==> src/rtl/ir_wake_pkg.sv <==
package ir_wake_pkg;

    localparam logic [2:0] A_CTRL  = 3'd0;
    localparam logic [2:0] A_STS   = 3'd1;
    localparam logic [2:0] A_EVEN  = 3'd2;
    localparam logic [2:0] A_INDEX = 3'd3;
    localparam logic [2:0] A_DATA  = 3'd4;
    localparam logic [2:0] A_LEN   = 3'd5;

    localparam logic [1:0] SEL_CMP = 2'b01;
    localparam logic [1:0] SEL_MSK = 2'b10;

    localparam int STS_MATCH = 0;
    localparam int STS_MISS  = 1;
    localparam int STS_SHORT = 2;
    localparam int STS_START = 4;
    localparam logic [7:0] STS_W1C = 8'h17;

    typedef enum logic [1:0] {
        ST_IDLE     = 2'd0,
        ST_COLLECT  = 2'd1,
        ST_EVAL     = 2'd2,
        ST_WAIT_GAP = 2'd3
    } frame_state_t;

endpackage

==> src/rtl/ir_wake_regs.sv <==
module ir_wake_regs
    import ir_wake_pkg::*;
#(
    parameter int N_BYTES = 11,
    parameter int LEN_W   = 8,
    parameter int AW      = 4
) (
    input  logic                   clk,
    input  logic                   rst_n,
    input  logic [2:0]             reg_addr,
    input  logic                   reg_wr,
    input  logic [7:0]             reg_wdata,
    output logic [7:0]             reg_rdata,
    input  logic [7:0]             set_bits,
    output logic                   ctl_en,
    output logic                   ctl_inv,
    output logic [1:0]             ctl_proto,
    output logic [LEN_W-1:0]       seq_len,
    output logic [N_BYTES*8-1:0]   cmp_flat,
    output logic [N_BYTES*8-1:0]   msk_flat,
    output logic [AW-1:0]          idx_addr,
    output logic                   wake
);

    logic [7:0]       sts_q;
    logic [2:0]       ev_q;
    logic [1:0]       sel_q;
    logic [AW-1:0]    ptr_q;
    logic [LEN_W-1:0] len_q;
    logic [7:0]       cmp_m [N_BYTES];
    logic [7:0]       msk_m [N_BYTES];

    logic wr_ctrl, wr_sts, wr_even, wr_index, wr_data, wr_len;
    logic ptr_ok;

    assign wr_ctrl  = reg_wr && (reg_addr == A_CTRL);
    assign wr_sts   = reg_wr && (reg_addr == A_STS);
    assign wr_even  = reg_wr && (reg_addr == A_EVEN);
    assign wr_index = reg_wr && (reg_addr == A_INDEX);
    assign wr_data  = reg_wr && (reg_addr == A_DATA);
    assign wr_len   = reg_wr && (reg_addr == A_LEN);
    assign ptr_ok   = (int'(ptr_q) < N_BYTES);

    always_ff @(posedge clk or negedge rst_n) begin
        if (!rst_n) begin
            ctl_proto <= 2'd0;
            ctl_inv   <= 1'b0;
            ctl_en    <= 1'b0;
            ev_q      <= 3'd0;
            len_q     <= '0;
        end else begin
            if (wr_ctrl) begin
                ctl_proto <= reg_wdata[5:4];
                ctl_inv   <= reg_wdata[3];
                ctl_en    <= reg_wdata[0];
            end
            if (wr_even) ev_q  <= reg_wdata[2:0];
            if (wr_len)  len_q <= reg_wdata[LEN_W-1:0];
        end
    end

    // status: write-one-to-clear, a simultaneous set wins
    always_ff @(posedge clk or negedge rst_n) begin
        if (!rst_n) begin
            sts_q <= 8'h00;
        end else begin
            sts_q <= (sts_q & ~(wr_sts ? (reg_wdata & STS_W1C) : 8'h00))
                   | (set_bits & STS_W1C);
        end
    end

    always_ff @(posedge clk or negedge rst_n) begin
        if (!rst_n) begin
            sel_q <= 2'd0;
            ptr_q <= '0;
        end else if (wr_index) begin
            sel_q <= reg_wdata[5:4];
            ptr_q <= reg_wdata[AW-1:0];
        end else if (wr_data) begin
            ptr_q <= ptr_q + 1'b1;
        end
    end

    always_ff @(posedge clk or negedge rst_n) begin
        if (!rst_n) begin
            for (int i = 0; i < N_BYTES; i++) begin
                cmp_m[i] <= 8'h00;
                msk_m[i] <= 8'h00;
            end
        end else if (wr_data && ptr_ok) begin
            for (int i = 0; i < N_BYTES; i++) begin
                if (int'(ptr_q) == i) begin
                    if (sel_q == SEL_CMP) cmp_m[i] <= reg_wdata;
                    if (sel_q == SEL_MSK) msk_m[i] <= reg_wdata;
                end
            end
        end
    end

    for (genvar g = 0; g < N_BYTES; g++) begin : g_flat
        assign cmp_flat[8*g +: 8] = cmp_m[g];
        assign msk_flat[8*g +: 8] = msk_m[g];
    end

    always_comb begin
        reg_rdata = 8'h00;
        case (reg_addr)
            A_CTRL:  reg_rdata = {2'b00, ctl_proto, ctl_inv, 2'b00, ctl_en};
            A_STS:   reg_rdata = sts_q;
            A_EVEN:  reg_rdata = {5'd0, ev_q};
            A_INDEX: reg_rdata = {2'b00, sel_q, 4'(ptr_q)};
            A_DATA: begin
                if (ptr_ok && sel_q == SEL_CMP) reg_rdata = cmp_m[ptr_q];
                else if (ptr_ok && sel_q == SEL_MSK) reg_rdata = msk_m[ptr_q];
            end
            A_LEN:   reg_rdata = 8'(len_q);
            default: reg_rdata = 8'h00;
        endcase
    end

    assign seq_len  = len_q;
    assign idx_addr = ptr_q;
    assign wake     = |(sts_q[2:0] & ev_q);

endmodule

==> src/rtl/ir_wake_sampler.sv <==
module ir_wake_sampler #(
    parameter int P_RC5 = 8,
    parameter int P_NEC = 12,
    parameter int P_RC6 = 6
) (
    input  logic       clk,
    input  logic       rst_n,
    input  logic       ir_rx,
    input  logic       en,
    input  logic       inv,
    input  logic [1:0] proto,
    output logic       cell_stb,
    output logic       cell_val
);

    localparam int PMAX = (P_RC5 > P_NEC) ? ((P_RC5 > P_RC6) ? P_RC5 : P_RC6)
                                          : ((P_NEC > P_RC6) ? P_NEC : P_RC6);
    localparam int CW = $clog2(PMAX + 1);

    logic [2:0]    sync_q;
    logic [CW-1:0] cnt_q;
    logic [CW-1:0] period;
    logic          active;
    logic          edge_seen;

    always_comb begin
        active = en;
        case (proto)
            2'd0:    period = CW'(P_RC5);
            2'd1:    period = CW'(P_NEC);
            2'd2:    period = CW'(P_RC6);
            default: begin
                period = CW'(P_RC6);
                active = 1'b0;
            end
        endcase
    end

    assign edge_seen = sync_q[1] ^ sync_q[2];

    always_ff @(posedge clk or negedge rst_n) begin
        if (!rst_n) begin
            sync_q <= 3'b000;
            cnt_q  <= '0;
        end else begin
            sync_q <= {sync_q[1:0], ir_rx};
            if (!active || edge_seen || (cnt_q >= period - 1'b1)) cnt_q <= '0;
            else cnt_q <= cnt_q + 1'b1;
        end
    end

    assign cell_stb = active && !edge_seen && (cnt_q == (period >> 1));
    assign cell_val = sync_q[1] ^ inv;

endmodule

==> src/rtl/ir_wake_frame.sv <==
module ir_wake_frame
    import ir_wake_pkg::*;
#(
    parameter int CELLS     = 88,
    parameter int LEN_W     = 8,
    parameter int GAP_CELLS = 4,
    parameter int CW        = 7
) (
    input  logic               clk,
    input  logic               rst_n,
    input  logic               en,
    input  logic               cell_stb,
    input  logic               cell_val,
    input  logic [LEN_W-1:0]   seq_len,
    input  logic [CELLS-1:0]   cmp_flat,
    input  logic [CELLS-1:0]   msk_flat,
    output logic [7:0]         set_bits,
    output frame_state_t       state,
    output logic [CW-1:0]      cell_cnt
);

    localparam int ZW = $clog2(GAP_CELLS + 1);

    frame_state_t     state_n;
    logic [CELLS-1:0] rx_q;
    logic [ZW-1:0]    zrun_q;
    logic             start, reach, gap_hit, equal;

    assign start   = cell_stb && cell_val && (seq_len != '0);
    assign reach   = ((int'(cell_cnt) + 1) == int'(seq_len)) || ((int'(cell_cnt) + 1) >= CELLS);
    assign gap_hit = !cell_val && ((int'(zrun_q) + 1) >= GAP_CELLS);
    assign equal   = (((rx_q ^ cmp_flat) & msk_flat) == '0);

    always_comb begin
        state_n = state;
        if (!en) begin
            state_n = ST_IDLE;
        end else begin
            unique case (state)
                ST_IDLE:     if (start) state_n = (seq_len == LEN_W'(1)) ? ST_EVAL : ST_COLLECT;
                ST_COLLECT: begin
                    if (cell_stb) begin
                        if (reach)        state_n = ST_EVAL;
                        else if (gap_hit) state_n = ST_IDLE;
                    end
                end
                ST_EVAL:     state_n = ST_WAIT_GAP;
                ST_WAIT_GAP: if (cell_stb && gap_hit) state_n = ST_IDLE;
            endcase
        end
    end

    always_ff @(posedge clk or negedge rst_n) begin
        if (!rst_n) state <= ST_IDLE;
        else        state <= state_n;
    end

    always_ff @(posedge clk or negedge rst_n) begin
        if (!rst_n) begin
            rx_q     <= '0;
            cell_cnt <= '0;
            zrun_q   <= '0;
        end else if (!en) begin
            cell_cnt <= '0;
            zrun_q   <= '0;
        end else begin
            unique case (state)
                ST_IDLE: begin
                    if (start) begin
                        rx_q     <= CELLS'(1);
                        cell_cnt <= CW'(1);
                        zrun_q   <= '0;
                    end
                end
                ST_COLLECT: begin
                    if (cell_stb) begin
                        if (int'(cell_cnt) < CELLS) rx_q[cell_cnt] <= cell_val;
                        cell_cnt <= cell_cnt + 1'b1;
                        zrun_q   <= cell_val ? '0 : zrun_q + 1'b1;
                    end
                end
                ST_EVAL: zrun_q <= '0;
                ST_WAIT_GAP: begin
                    if (cell_stb) zrun_q <= cell_val ? '0 : zrun_q + 1'b1;
                end
            endcase
        end
    end

    always_comb begin
        set_bits = 8'h00;
        if (en) begin
            unique case (state)
                ST_IDLE:    if (start) set_bits[STS_START] = 1'b1;
                ST_COLLECT: if (cell_stb && !reach && gap_hit) set_bits[STS_SHORT] = 1'b1;
                ST_EVAL: begin
                    if (equal) set_bits[STS_MATCH] = 1'b1;
                    else       set_bits[STS_MISS]  = 1'b1;
                end
                ST_WAIT_GAP: set_bits = 8'h00;
            endcase
        end
    end

endmodule

==> src/rtl/ir_wake_matcher.sv <==
module ir_wake_matcher
    import ir_wake_pkg::*;
#(
    parameter int N_BYTES   = 11,
    parameter int LEN_W     = 8,
    parameter int P_RC5     = 8,
    parameter int P_NEC     = 12,
    parameter int P_RC6     = 6,
    parameter int GAP_CELLS = 4
) (
    input  logic       clk,
    input  logic       rst_n,
    input  logic [2:0] reg_addr,
    input  logic       reg_wr,
    input  logic [7:0] reg_wdata,
    output logic [7:0] reg_rdata,
    input  logic       ir_rx,
    output logic       wake
);

    localparam int CELLS = N_BYTES * 8;
    localparam int AW    = $clog2(N_BYTES);
    localparam int CW    = $clog2(CELLS + 1);

    logic               ctl_en, ctl_inv;
    logic [1:0]         ctl_proto;
    logic [LEN_W-1:0]   seq_len;
    logic [CELLS-1:0]   cmp_flat, msk_flat;
    logic [AW-1:0]      idx_addr;
    logic [7:0]         set_bits;
    logic               cell_stb, cell_val;
    frame_state_t       fsm_state;
    logic [CW-1:0]      cell_cnt;

    ir_wake_regs #(.N_BYTES(N_BYTES), .LEN_W(LEN_W), .AW(AW)) u_regs (
        .clk(clk), .rst_n(rst_n),
        .reg_addr(reg_addr), .reg_wr(reg_wr), .reg_wdata(reg_wdata), .reg_rdata(reg_rdata),
        .set_bits(set_bits),
        .ctl_en(ctl_en), .ctl_inv(ctl_inv), .ctl_proto(ctl_proto), .seq_len(seq_len),
        .cmp_flat(cmp_flat), .msk_flat(msk_flat), .idx_addr(idx_addr), .wake(wake)
    );

    ir_wake_sampler #(.P_RC5(P_RC5), .P_NEC(P_NEC), .P_RC6(P_RC6)) u_sampler (
        .clk(clk), .rst_n(rst_n), .ir_rx(ir_rx),
        .en(ctl_en), .inv(ctl_inv), .proto(ctl_proto),
        .cell_stb(cell_stb), .cell_val(cell_val)
    );

    ir_wake_frame #(.CELLS(CELLS), .LEN_W(LEN_W), .GAP_CELLS(GAP_CELLS), .CW(CW)) u_frame (
        .clk(clk), .rst_n(rst_n), .en(ctl_en),
        .cell_stb(cell_stb), .cell_val(cell_val), .seq_len(seq_len),
        .cmp_flat(cmp_flat), .msk_flat(msk_flat),
        .set_bits(set_bits), .state(fsm_state), .cell_cnt(cell_cnt)
    );

endmodule

==> config.mk <==
export PLATFORM = sky130hd
export DESIGN_NAME = ir_wake_matcher
export DESIGN_NICKNAME = d
export VERILOG_FILES = /design/src/rtl/ir_wake_pkg.sv /design/src/rtl/ir_wake_regs.sv /design/src/rtl/ir_wake_sampler.sv /design/src/rtl/ir_wake_frame.sv /design/src/rtl/ir_wake_matcher.sv
export SDC_FILE = /design/constraint.sdc
export NUM_CORES = 1
export LEC_CHECK = 0
export BUFFER_PORTS_ARGS = -buffer_cell sky130_fd_sc_hd__buf_2
export CORE_ASPECT_RATIO = 0.75
export CORE_UTILIZATION = 55
export DETAILED_ROUTE_END_ITERATION = 8
export GPL_ROUTABILITY_DRIVEN = 0
export HOLD_SLACK_MARGIN = 0.02
export PLACE_DENSITY = 0.71
export SLEW_MARGIN = 5
export SYNTH_ARGS = -nofsm -noshare
export SYNTH_HDL_FRONTEND = slang
export SYNTH_HIERARCHICAL = 1
export SYNTH_SLANG_ARGS = --single-unit
export TNS_END_PERCENT = 5
==> constraint.sdc <==
create_clock -name clk -period 5.9 [get_ports clk]
set_input_delay 0.885 -clock clk [delete_from_list [all_inputs] [get_ports clk]]
set_output_delay 0.885 -clock clk [all_outputs]
set_load 0.03 [all_outputs]
* After elaboration in Yosys (flattened, before gate mapping)
Index checks and enable logic that the tools add are counted. W data, S select, Z words.
Operators by class: bitwise operators 9, mux-type cells 47, add/sub/neg operators 7, eq/ne operators 34, reduce and logical (&&, ||, !) cells 62, magnitude comparators 8
Operators by type and width (count):
- $mux W88 | 3
- $pmux W88 S2 | 1
- $and A88 B88 Y88 | 1
- $bwmux W88 | 1
- $logic_not A88 Y1 | 1
- $xor A88 B88 Y88 | 1
- $reduce_and A3 Y1 | 23
- $bmux W8 S4 | 2
- $mux W8 | 6
- $pmux W8 S6 | 1
- $eq A32 B9 Y1 | 1
- $ge A32 B4 Y1 const B | 1
- $ge A32 B8 Y1 const B | 1
- $eq A4 B4 Y1 const B | 7
- $mux W7 | 3
- $logic_and A1 B1 Y1 | 18
- $mux W2 | 8
- $pmux W7 S2 | 1
- $mux W3 | 4
- $mux W4 | 3
- $ne A3 B2 Y1 const B | 4
- $mux W5 | 2
- $pmux W3 S3 | 1
- $add A4 B1 Y4 const B | 2
- other kinds (45) | 71
Storage, ports and cells: logic and storage cells 203, register bits 312, bits of input ports 15, output and inout port bits 9

* Depth between registers and ports, before layout
Gate-level depths: netlist (run 1).
word-level depth 11, gate-level depth with buffers 11, gate-level depth less buffers 8

* Modules after synthesis
The synthesis (run 1) kept the hierarchy.
Modules (own cells, without submodules):
- ir_wake_regs | sequential area each 5029.8 um^2, area an instance 9594.2 um^2, instances 1, cells each 680
- ir_wake_frame | sequential area each 2502.4 um^2, area an instance 6495.0 um^2, instances 1, cells each 740
- ir_wake_sampler | sequential area each 175.2 um^2, area an instance 376.6 um^2, instances 1, cells each 35

* Least setup slack after synthesis (run 1)
OpenSTA, ideal clock, no wires.
path type input -> output, start point input reg_addr[0], end point output reg_rdata[7], required time 5.015 ns, path buffers 3, slack 2.667 ns, stages on the path 8, arrival 2.348 ns, cells stage by stage buf_2 > nor4b_2 > and2_0 > clkbuf_1 > nor2b_1 > clkbuf_1 > a221oi_1 > nand3_1
On the way: cells in the longest elaborated chain, start to end 2, elaborated cells between the ends (all ways) 7
RTL lines:
- start, declared | RTL line ir_wake_matcher.sv:13 | input logic [2:0] reg_addr,
- $eq A3 B3 Y1 (tied with other cells) | RTL line ir_wake_regs.sv:107 | case (reg_addr)
- $pmux W8 S6 (*) | RTL line ir_wake_regs.sv:107
- end, declared | RTL line ir_wake_matcher.sv:16 | output logic [7:0] reg_rdata,
Every way passes the cells marked *; elsewhere a longest branch is shown, timed or not.

* Final worst setup path (run 1)
start point register u_regs.ptr_q[1], in the netlist u_regs/idx_addr[1], end point output reg_rdata[6]
On the way: cells in the longest elaborated chain, start to end 7, elaborated cells between the ends (all ways) 13
RTL lines:
- start, declared | RTL line ir_wake_regs.sv:28 | logic [AW-1:0] ptr_q;
- start signal, assigned | RTL line ir_wake_regs.sv:78 | ptr_q <= reg_wdata[AW-1:0];
- start signal, assigned | RTL line ir_wake_regs.sv:80 | ptr_q <= ptr_q + 1'b1;
- $not A4 Y5 (implied by the code) | RTL line ir_wake_regs.sv:113, ir_wake_regs.sv:114
- $bmux W8 S4 | RTL line ir_wake_regs.sv:114 | else if (ptr_ok && sel_q == SEL_MSK) reg_rdata = msk_m[ptr_q];
- $mux W8 (implied by the code) (2 in a row) | RTL line ir_wake_regs.sv:114
- $mux W8 | RTL line ir_wake_regs.sv:114
- $mux W8 (*) | RTL line ir_wake_regs.sv:113 | if (ptr_ok && sel_q == SEL_CMP) reg_rdata = cmp_m[ptr_q];
- $pmux W8 S6 (*) | RTL line ir_wake_regs.sv:107
Every way passes the cells marked *; elsewhere a longest branch is shown, timed or not. The select of a mux whose other input is x is not followed.

==> flow_results.xml, run 1 <==
<?xml version="1.0" encoding="UTF-8"?>
<metrics>
  <group name="outcome">
    <metric name="run_status" unit="">finished clean</metric>
  </group>
  <group name="power_and_ir_drop">
    <metric name="pwr_density_cell" unit="nW/µm²">293</metric>
    <metric name="overall_power_consumption" unit="mW">5.17</metric>
    <metric name="static-leakage-power" unit="nW">8.64</metric>
    <metric name="peakVddDrop" unit="V">0.000270</metric>
  </group>
  <group name="clocking">
    <metric name="cts-root-to-sink-buffers" unit="">3</metric>
    <metric name="cts-resized-gates" unit="">0</metric>
    <metric name="numCtsBuffers" unit="">30</metric>
    <metric name="cts_tree" unit="">done</metric>
    <metric name="ctsHoldBuffers" unit="">0</metric>
    <metric name="cts_post_setup_buffers_inserted" unit="">0</metric>
    <metric name="cts.root.buffer_cell" unit="">sky130_fd_sc_hd__clkbuf_16</metric>
    <metric name="clk_pin_slew_worst_paths" unit="ps">70</metric>
    <metric name="cts_sinks" unit="">308</metric>
    <metric name="cts.htree.levels" unit="">1</metric>
    <metric name="clock_latency" unit="ps">590</metric>
  </group>
  <group name="grt">
    <metric name="wire_length_of_the_first_global_routing_pass" unit="µm">79200</metric>
    <metric name="number_of_global_route_vias_before_repair" unit="">11726</metric>
    <metric name="grt.total_usage" unit="%">35.5</metric>
    <metric name="grt_remaining_overflow" unit="">0</metric>
    <metric name="grt_max_degree" unit="">182</metric>
    <metric name="antenna_found_initial" unit="">0</metric>
  </group>
  <group name="worst_setup_path">
    <metric name="slowest_delay" unit="ps">1010</metric>
    <metric name="timing.critical_path.fanout_max" unit="">36</metric>
    <metric name="crit_buf_inv" unit="">2</metric>
    <metric name="cp_arrival" unit="ps">3440</metric>
    <metric name="worst_path_dominant_cell_family" unit="">simple AND/OR/NAND/NOR gates</metric>
    <metric name="worstPathCellList" unit="">buf_4, nor2b_1, a22oi_1, o32ai_1, a31oi_1, nand3_1, buf_2</metric>
    <metric name="cp-end-kind" unit="">output pin</metric>
    <metric name="setup.worst_path.class" unit="">register to output pin</metric>
    <metric name="worstSetupStartpointType" unit="">register</metric>
    <metric name="critical_path_required" unit="ps">5020</metric>
    <metric name="cp_slowest_cell" unit="">sky130_fd_sc_hd__nor2b_1</metric>
  </group>
  <group name="timing">
    <metric name="final_min_period_over_clock_period" unit="%">73.3</metric>
    <metric name="timing.final.crit_period" unit="ps">4330</metric>
    <metric name="hold_viol_final" unit="">0</metric>
    <metric name="rsz0062_at_grt" unit="">no</metric>
    <metric name="fin_worst_skew" unit="ps">26.4</metric>
    <metric name="timing.setup.tns" unit="ps">0</metric>
    <metric name="slew_headroom" unit="%">17.3</metric>
    <metric name="clock.fmax" unit="GHz">0.231</metric>
    <metric name="worst_slew_pin_slew" unit="ps">1240</metric>
    <metric name="number_of_failing_setup_endpoints_in_the_final_timing_report" unit="">0</metric>
    <metric name="finalMaxSlewViolations" unit="">0</metric>
  </group>
  <group name="detailed_routing">
    <metric name="vias_per_cell" unit="">6.96</metric>
    <metric name="detail_route.drc_violations" unit="">0</metric>
    <metric name="drt-total-wl" unit="µm">53600</metric>
    <metric name="detail_route.wl_per_cell" unit="µm">29.2</metric>
    <metric name="firstDrtPassIters" unit="">6</metric>
    <metric name="detail-route-antenna-nets" unit="">0</metric>
    <metric name="routed-via-count" unit="">12756</metric>
    <metric name="drt_iter0_drc" unit="">1749</metric>
  </group>
  <group name="die">
    <metric name="chipHeight" unit="µm">152</metric>
    <metric name="core_ar" unit="µm²">29300</metric>
    <metric name="floorplan.die_area" unit="µm²">30600</metric>
    <metric name="die_width" unit="µm">202</metric>
    <metric name="rows" unit="">54</metric>
    <metric name="top_level_ports" unit="">24</metric>
    <metric name="floorplan.initialDensity" unit="%">56.2</metric>
  </group>
  <group name="logic_synthesis">
    <metric name="synth_warnings" unit="">6</metric>
    <metric name="synth.cell_area" unit="µm²">16400</metric>
    <metric name="syn-mean-instance-area" unit="µm²">11.3</metric>
    <metric name="synth_cells" unit="">1450</metric>
    <metric name="synth_nets" unit="">1476</metric>
  </group>
  <group name="place">
    <metric name="dp.cells" unit="">1781</metric>
    <metric name="detailed_place.area" unit="µm²">16700</metric>
    <metric name="buffer_ports.inserted" unit="">23</metric>
    <metric name="detailed_place_hpwl" unit="µm">38300</metric>
  </group>
  <group name="final_layout">
    <metric name="num-nets-final" unit="">1447</metric>
    <metric name="layout.cells.non_filler" unit="">1834</metric>
    <metric name="num_antenna_cells" unit="">0</metric>
    <metric name="layout-area-overhead-vs-synth" unit="%">7.37</metric>
    <metric name="fraction_of_final_layout_cells_with_drive_strength_greater_than_1" unit="%">25.8</metric>
    <metric name="final_area" unit="µm²">17600</metric>
    <metric name="layout_commonest_cell" unit="">sky130_fd_sc_hd__dfrtp_1</metric>
    <metric name="layout_common_cells" unit="">sky130_fd_sc_hd__dfrtp_1 (306), sky130_fd_sc_hd__mux2_2 (180), sky130_fd_sc_hd__o21ai_0 (140)</metric>
  </group>
  <group name="run">
    <metric name="maxCapViolCount" unit="">0</metric>
  </group>
  <group name="min_path">
    <metric name="hold_class" unit="">primary input to asynchronous set/reset pin</metric>
  </group>
</metrics>
==> sequential cells by signal, indices dropped and copies added (netlist names), 2 cells and up <==
name	flops
u_regs/cmp_flat	88
u_regs/sts_q	4
u_regs/idx_addr	4
u_regs/seq_len	8
u_frame/cell_cnt	7
u_frame/state	2
u_regs/sel_q	2
u_regs/ctl_proto	2
u_sampler/cnt_q	4
u_regs/ev_q	3
u_regs/msk_flat	88
u_frame/rx_q	88
u_frame/zrun_q	3
u_sampler/sync_q	3
==> power by group <==
part           switching, mW  internal (mW)  leakage (nW)
logic                  0.431          0.340          3.94
registers              0.238           2.25          4.24
clock network          0.837           1.08         0.464
total                   1.51           3.66          8.64
==> per-stage QoR <==
| stage | hold slack [ps] | util, % | worst slack, ps |
|---|---|---|---|
| after floorplan | 331 | - | 2670 |
| after global placement | 345 | 57.1 | 2070 |
| after detailed placement | 358 | 57.1 | 2010 |
| after CTS | 203 | 60.3 | 1630 |
| after global routing | 227 | 60.3 | 1460 |
| final | 201 | 60.3 | 1570 |
==> layer usage <==
| metal | share of wire [%] | track usage (%) | vias up |
|---|---|---|---|
| met5 | 0 | 0 | - |
| met4 | 2.9 | 8.48 | 0 |
| met3 | 15 | 12.6 | 120 |
| met2 | 41 | 49.9 | 833 |
| met1 | 41 | 52.0 | 6510 |
| li1 | - | - | 5293 |
==> area by class of cell <==
type	instances	area [µm²]
Inverter	11	41.3
Multi-Input combinational cell	1032	8200
Sequential cell	308	7710
Tap cell	392	490
Fill cell	2322	11600
Clock buffer	46	851
Clock inverter	7	100
Timing Repair Buffer	38	250
==> worst paths after layout <==
kind,from,end,slack [ps],depth (start not counted)
setup reg to reg,u_regs/ctl_proto[1],u_frame/rx_q[63],2420,8
hold reg to reg,u_sampler/sync_q[0],u_sampler/sync_q[1],370,0
max in group asynchronous,rst_n,u_regs/msk_flat[37],4240,2
min in group clk,u_sampler/sync_q[0],u_sampler/sync_q[1],370,0
hold / removal,rst_n,u_frame/cell_cnt[3],200,1
setup / recovery,u_regs/idx_addr[1],reg_rdata[6],1570,7
(Power assumes the default switching activity.)
==> run 2, diff against run 1 <==
==> constraint.sdc (replaced) <==
create_clock -name clk -period 4.1 [get_ports clk]
set_input_delay 0.615 -clock clk [delete_from_list [all_inputs] [get_ports clk]]
set_output_delay 0.615 -clock clk [all_outputs]
set_load 0.03 [all_outputs]
==> flow_results.xml, run 2 (synthesis gave the netlist of run 1 again) <==
<?xml version="1.0" encoding="UTF-8"?>
<metrics>
  <group name="clocking">
    <metric name="cts.htree.levels" unit="">1</metric>
    <metric name="cts-resized-gates" unit="">0</metric>
    <metric name="clock_latency" unit="ps">580</metric>
    <metric name="numCtsBuffers" unit="">29</metric>
    <metric name="cts.root.buffer_cell" unit="">sky130_fd_sc_hd__clkbuf_16</metric>
    <metric name="clk_pin_slew_worst_paths" unit="ps">70</metric>
    <metric name="cts_sinks" unit="">308</metric>
    <metric name="cts-root-to-sink-buffers" unit="">3</metric>
    <metric name="ctsHoldBuffers" unit="">0</metric>
    <metric name="cts_tree" unit="">done</metric>
    <metric name="cts_post_setup_buffers_inserted" unit="">0</metric>
  </group>
  <group name="run">
    <metric name="maxCapViolCount" unit="">0</metric>
  </group>
  <group name="power_and_ir_drop">
    <metric name="overall_power_consumption" unit="mW">7.60</metric>
    <metric name="peakVddDrop" unit="V">0.000294</metric>
    <metric name="static-leakage-power" unit="nW">8.74</metric>
    <metric name="pwr_density_cell" unit="nW/µm²">427</metric>
  </group>
  <group name="final_layout">
    <metric name="num_antenna_cells" unit="">0</metric>
    <metric name="layout_common_cells" unit="">sky130_fd_sc_hd__dfrtp_1 (306), sky130_fd_sc_hd__mux2_2 (180), sky130_fd_sc_hd__o21ai_0 (140)</metric>
    <metric name="layout.cells.non_filler" unit="">1843</metric>
    <metric name="layout.core_utilization" unit="%">60.9</metric>
    <metric name="layout_commonest_cell" unit="">sky130_fd_sc_hd__dfrtp_1</metric>
    <metric name="num-nets-final" unit="">1457</metric>
    <metric name="final_area" unit="µm²">17800</metric>
    <metric name="layout-area-overhead-vs-synth" unit="%">8.41</metric>
    <metric name="final.fill_count" unit="">2310</metric>
    <metric name="fraction_of_final_layout_cells_with_drive_strength_greater_than_1" unit="%">26.8</metric>
  </group>
  <group name="timing">
    <metric name="slew_headroom" unit="%">18.1</metric>
    <metric name="fin_worst_skew" unit="ps">16.5</metric>
    <metric name="number_of_failing_setup_endpoints_in_the_final_timing_report" unit="">0</metric>
    <metric name="worst_slew_pin_slew" unit="ps">1220</metric>
    <metric name="rsz0062_at_grt" unit="">no</metric>
    <metric name="final_min_period_over_clock_period" unit="%">91.7</metric>
    <metric name="finalMaxSlewViolations" unit="">0</metric>
    <metric name="clock.fmax" unit="GHz">0.266</metric>
    <metric name="fin_hold_ws" unit="ps">92.3</metric>
    <metric name="timing.setup.tns" unit="ps">0</metric>
    <metric name="timing.final.crit_period" unit="ps">3760</metric>
    <metric name="hold_viol_final" unit="">0</metric>
    <metric name="final.setup.worst_slack" unit="ps">341</metric>
  </group>
  <group name="place">
    <metric name="buffer_ports.inserted" unit="">23</metric>
    <metric name="detailed_place.area" unit="µm²">16800</metric>
    <metric name="detailed_place_hpwl" unit="µm">38000</metric>
    <metric name="post-place-ws" unit="ps">879</metric>
    <metric name="dp.cells" unit="">1792</metric>
  </group>
  <group name="grt">
    <metric name="wire_length_of_the_first_global_routing_pass" unit="µm">79200</metric>
    <metric name="antenna_found_initial" unit="">0</metric>
    <metric name="grt.total_usage" unit="%">35.3</metric>
    <metric name="grt_remaining_overflow" unit="">0</metric>
    <metric name="grt_max_degree" unit="">104</metric>
    <metric name="number_of_global_route_vias_before_repair" unit="">11856</metric>
  </group>
  <group name="worst_setup_path">
    <metric name="cp-end-kind" unit="">output pin</metric>
    <metric name="cp_slowest_cell" unit="">sky130_fd_sc_hd__dfrtp_2</metric>
    <metric name="slowest_delay" unit="ps">790</metric>
    <metric name="cp_arrival" unit="ps">3140</metric>
    <metric name="critical_path_required" unit="ps">3480</metric>
    <metric name="setup.worst_path.class" unit="">register to output pin</metric>
    <metric name="timing.critical_path.fanout_max" unit="">32</metric>
    <metric name="critPathMostFrequentCell" unit="">sky130_fd_sc_hd__buf_4</metric>
    <metric name="worstSetupStartpointType" unit="">register</metric>
    <metric name="worstPathCellList" unit="">buf_4, nor2b_1, buf_4, nand2_1, o21ai_0, a221oi_1, nand3_1, buf_2</metric>
  </group>
  <group name="detailed_routing">
    <metric name="firstDrtPassIters" unit="">6</metric>
    <metric name="routed-via-count" unit="">12800</metric>
    <metric name="drt-total-wl" unit="µm">53700</metric>
    <metric name="detail_route.wl_per_cell" unit="µm">29.1</metric>
    <metric name="drt_iter0_drc" unit="">2024</metric>
    <metric name="detail_route.drc_violations" unit="">0</metric>
    <metric name="vias_per_cell" unit="">6.95</metric>
    <metric name="detail-route-antenna-nets" unit="">0</metric>
  </group>
  <group name="die">
    <metric name="die_width" unit="µm">202</metric>
    <metric name="rows" unit="">54</metric>
    <metric name="floorplan.initialDensity" unit="%">56.2</metric>
    <metric name="chipHeight" unit="µm">152</metric>
    <metric name="core_ar" unit="µm²">29300</metric>
    <metric name="floorplan.die_area" unit="µm²">30600</metric>
    <metric name="top_level_ports" unit="">24</metric>
  </group>
  <group name="outcome">
    <metric name="run_status" unit="">finished clean</metric>
  </group>
  <group name="min_path">
    <metric name="hold_class" unit="">primary input to asynchronous set/reset pin</metric>
  </group>
</metrics>
==> run 2: changes by cell type in the layout (fill, tap and decap cells not counted), sizes merged <==
cell | previous run | this run
clkinvlp | 0 | 2
buf | 38 | 49
bufinv | 2 | 4
inv | 11 | 12
clkbuf | 46 | 40
clkinv | 5 | 4
==> run 2: path summary, 6_finish.rpt <==
kind | slack, ps | end | start | depth (start not counted)
worst min-delay path | 90 | u_sampler/sync_q[1] | rst_n | 1
max in group asynchronous | 3100 | u_regs/msk_flat[28] | rst_n | 2
worst min register to register | 380 | u_sampler/sync_q[1] | u_sampler/sync_q[0] | 0
worst max register to register | 920 | u_frame/rx_q[52] | u_regs/ctl_proto[0] | 9
worst max-delay path | 340 | reg_rdata[7] | u_regs/idx_addr[1] | 8
min in group clk | 150 | u_sampler/sync_q[0] | ir_rx | 1
==> run 2: critical path: cells and delay by family (launching register included) <==
family	cells	cell delay, ps
and+or+nand+nor	3	370
DFF	1	790
buffers and inverters	3	990
AOI/OAI and AO/OA	2	370
==> run 2: power breakdown <==
group / switching [mW] / internal (mW) / total [mW]
logic: 0.639 / 0.513 / 1.15
clock network: 1.21 / 1.67 / 2.88
registers: 0.328 / 3.23 / 3.56
==> run 2: per-layer routing <==
| metal | share of wire (%) | vias up | routed length [µm] | track usage (%) |
|---|---|---|---|---|
| met1 | 41 | 6511 | 22200 | 51.6 |
| met3 | 15 | 135 | 8170 | 13.6 |
| met5 | 0 | - | 0 | 0 |
| met4 | 2.9 | 0 | 1530 | 8.86 |
| met2 | 41 | 869 | 21800 | 48.9 |
| li1 | - | 5285 | - | - |
==> run 2: layout make-up <==
type / instances / area (µm²) / area share, %
flip-flops and latches: 308 / 7710 / 43.3
well taps: 392 / 490 / 2.75
repair buffers: 49 / 370 / 2.08
clock inverters: 11 / 164 / 0.920
multi-input cells: 1032 / 8200 / 46.0
clock buffers: 40 / 837 / 4.70
inverters: 11 / 41.3 / 0.232
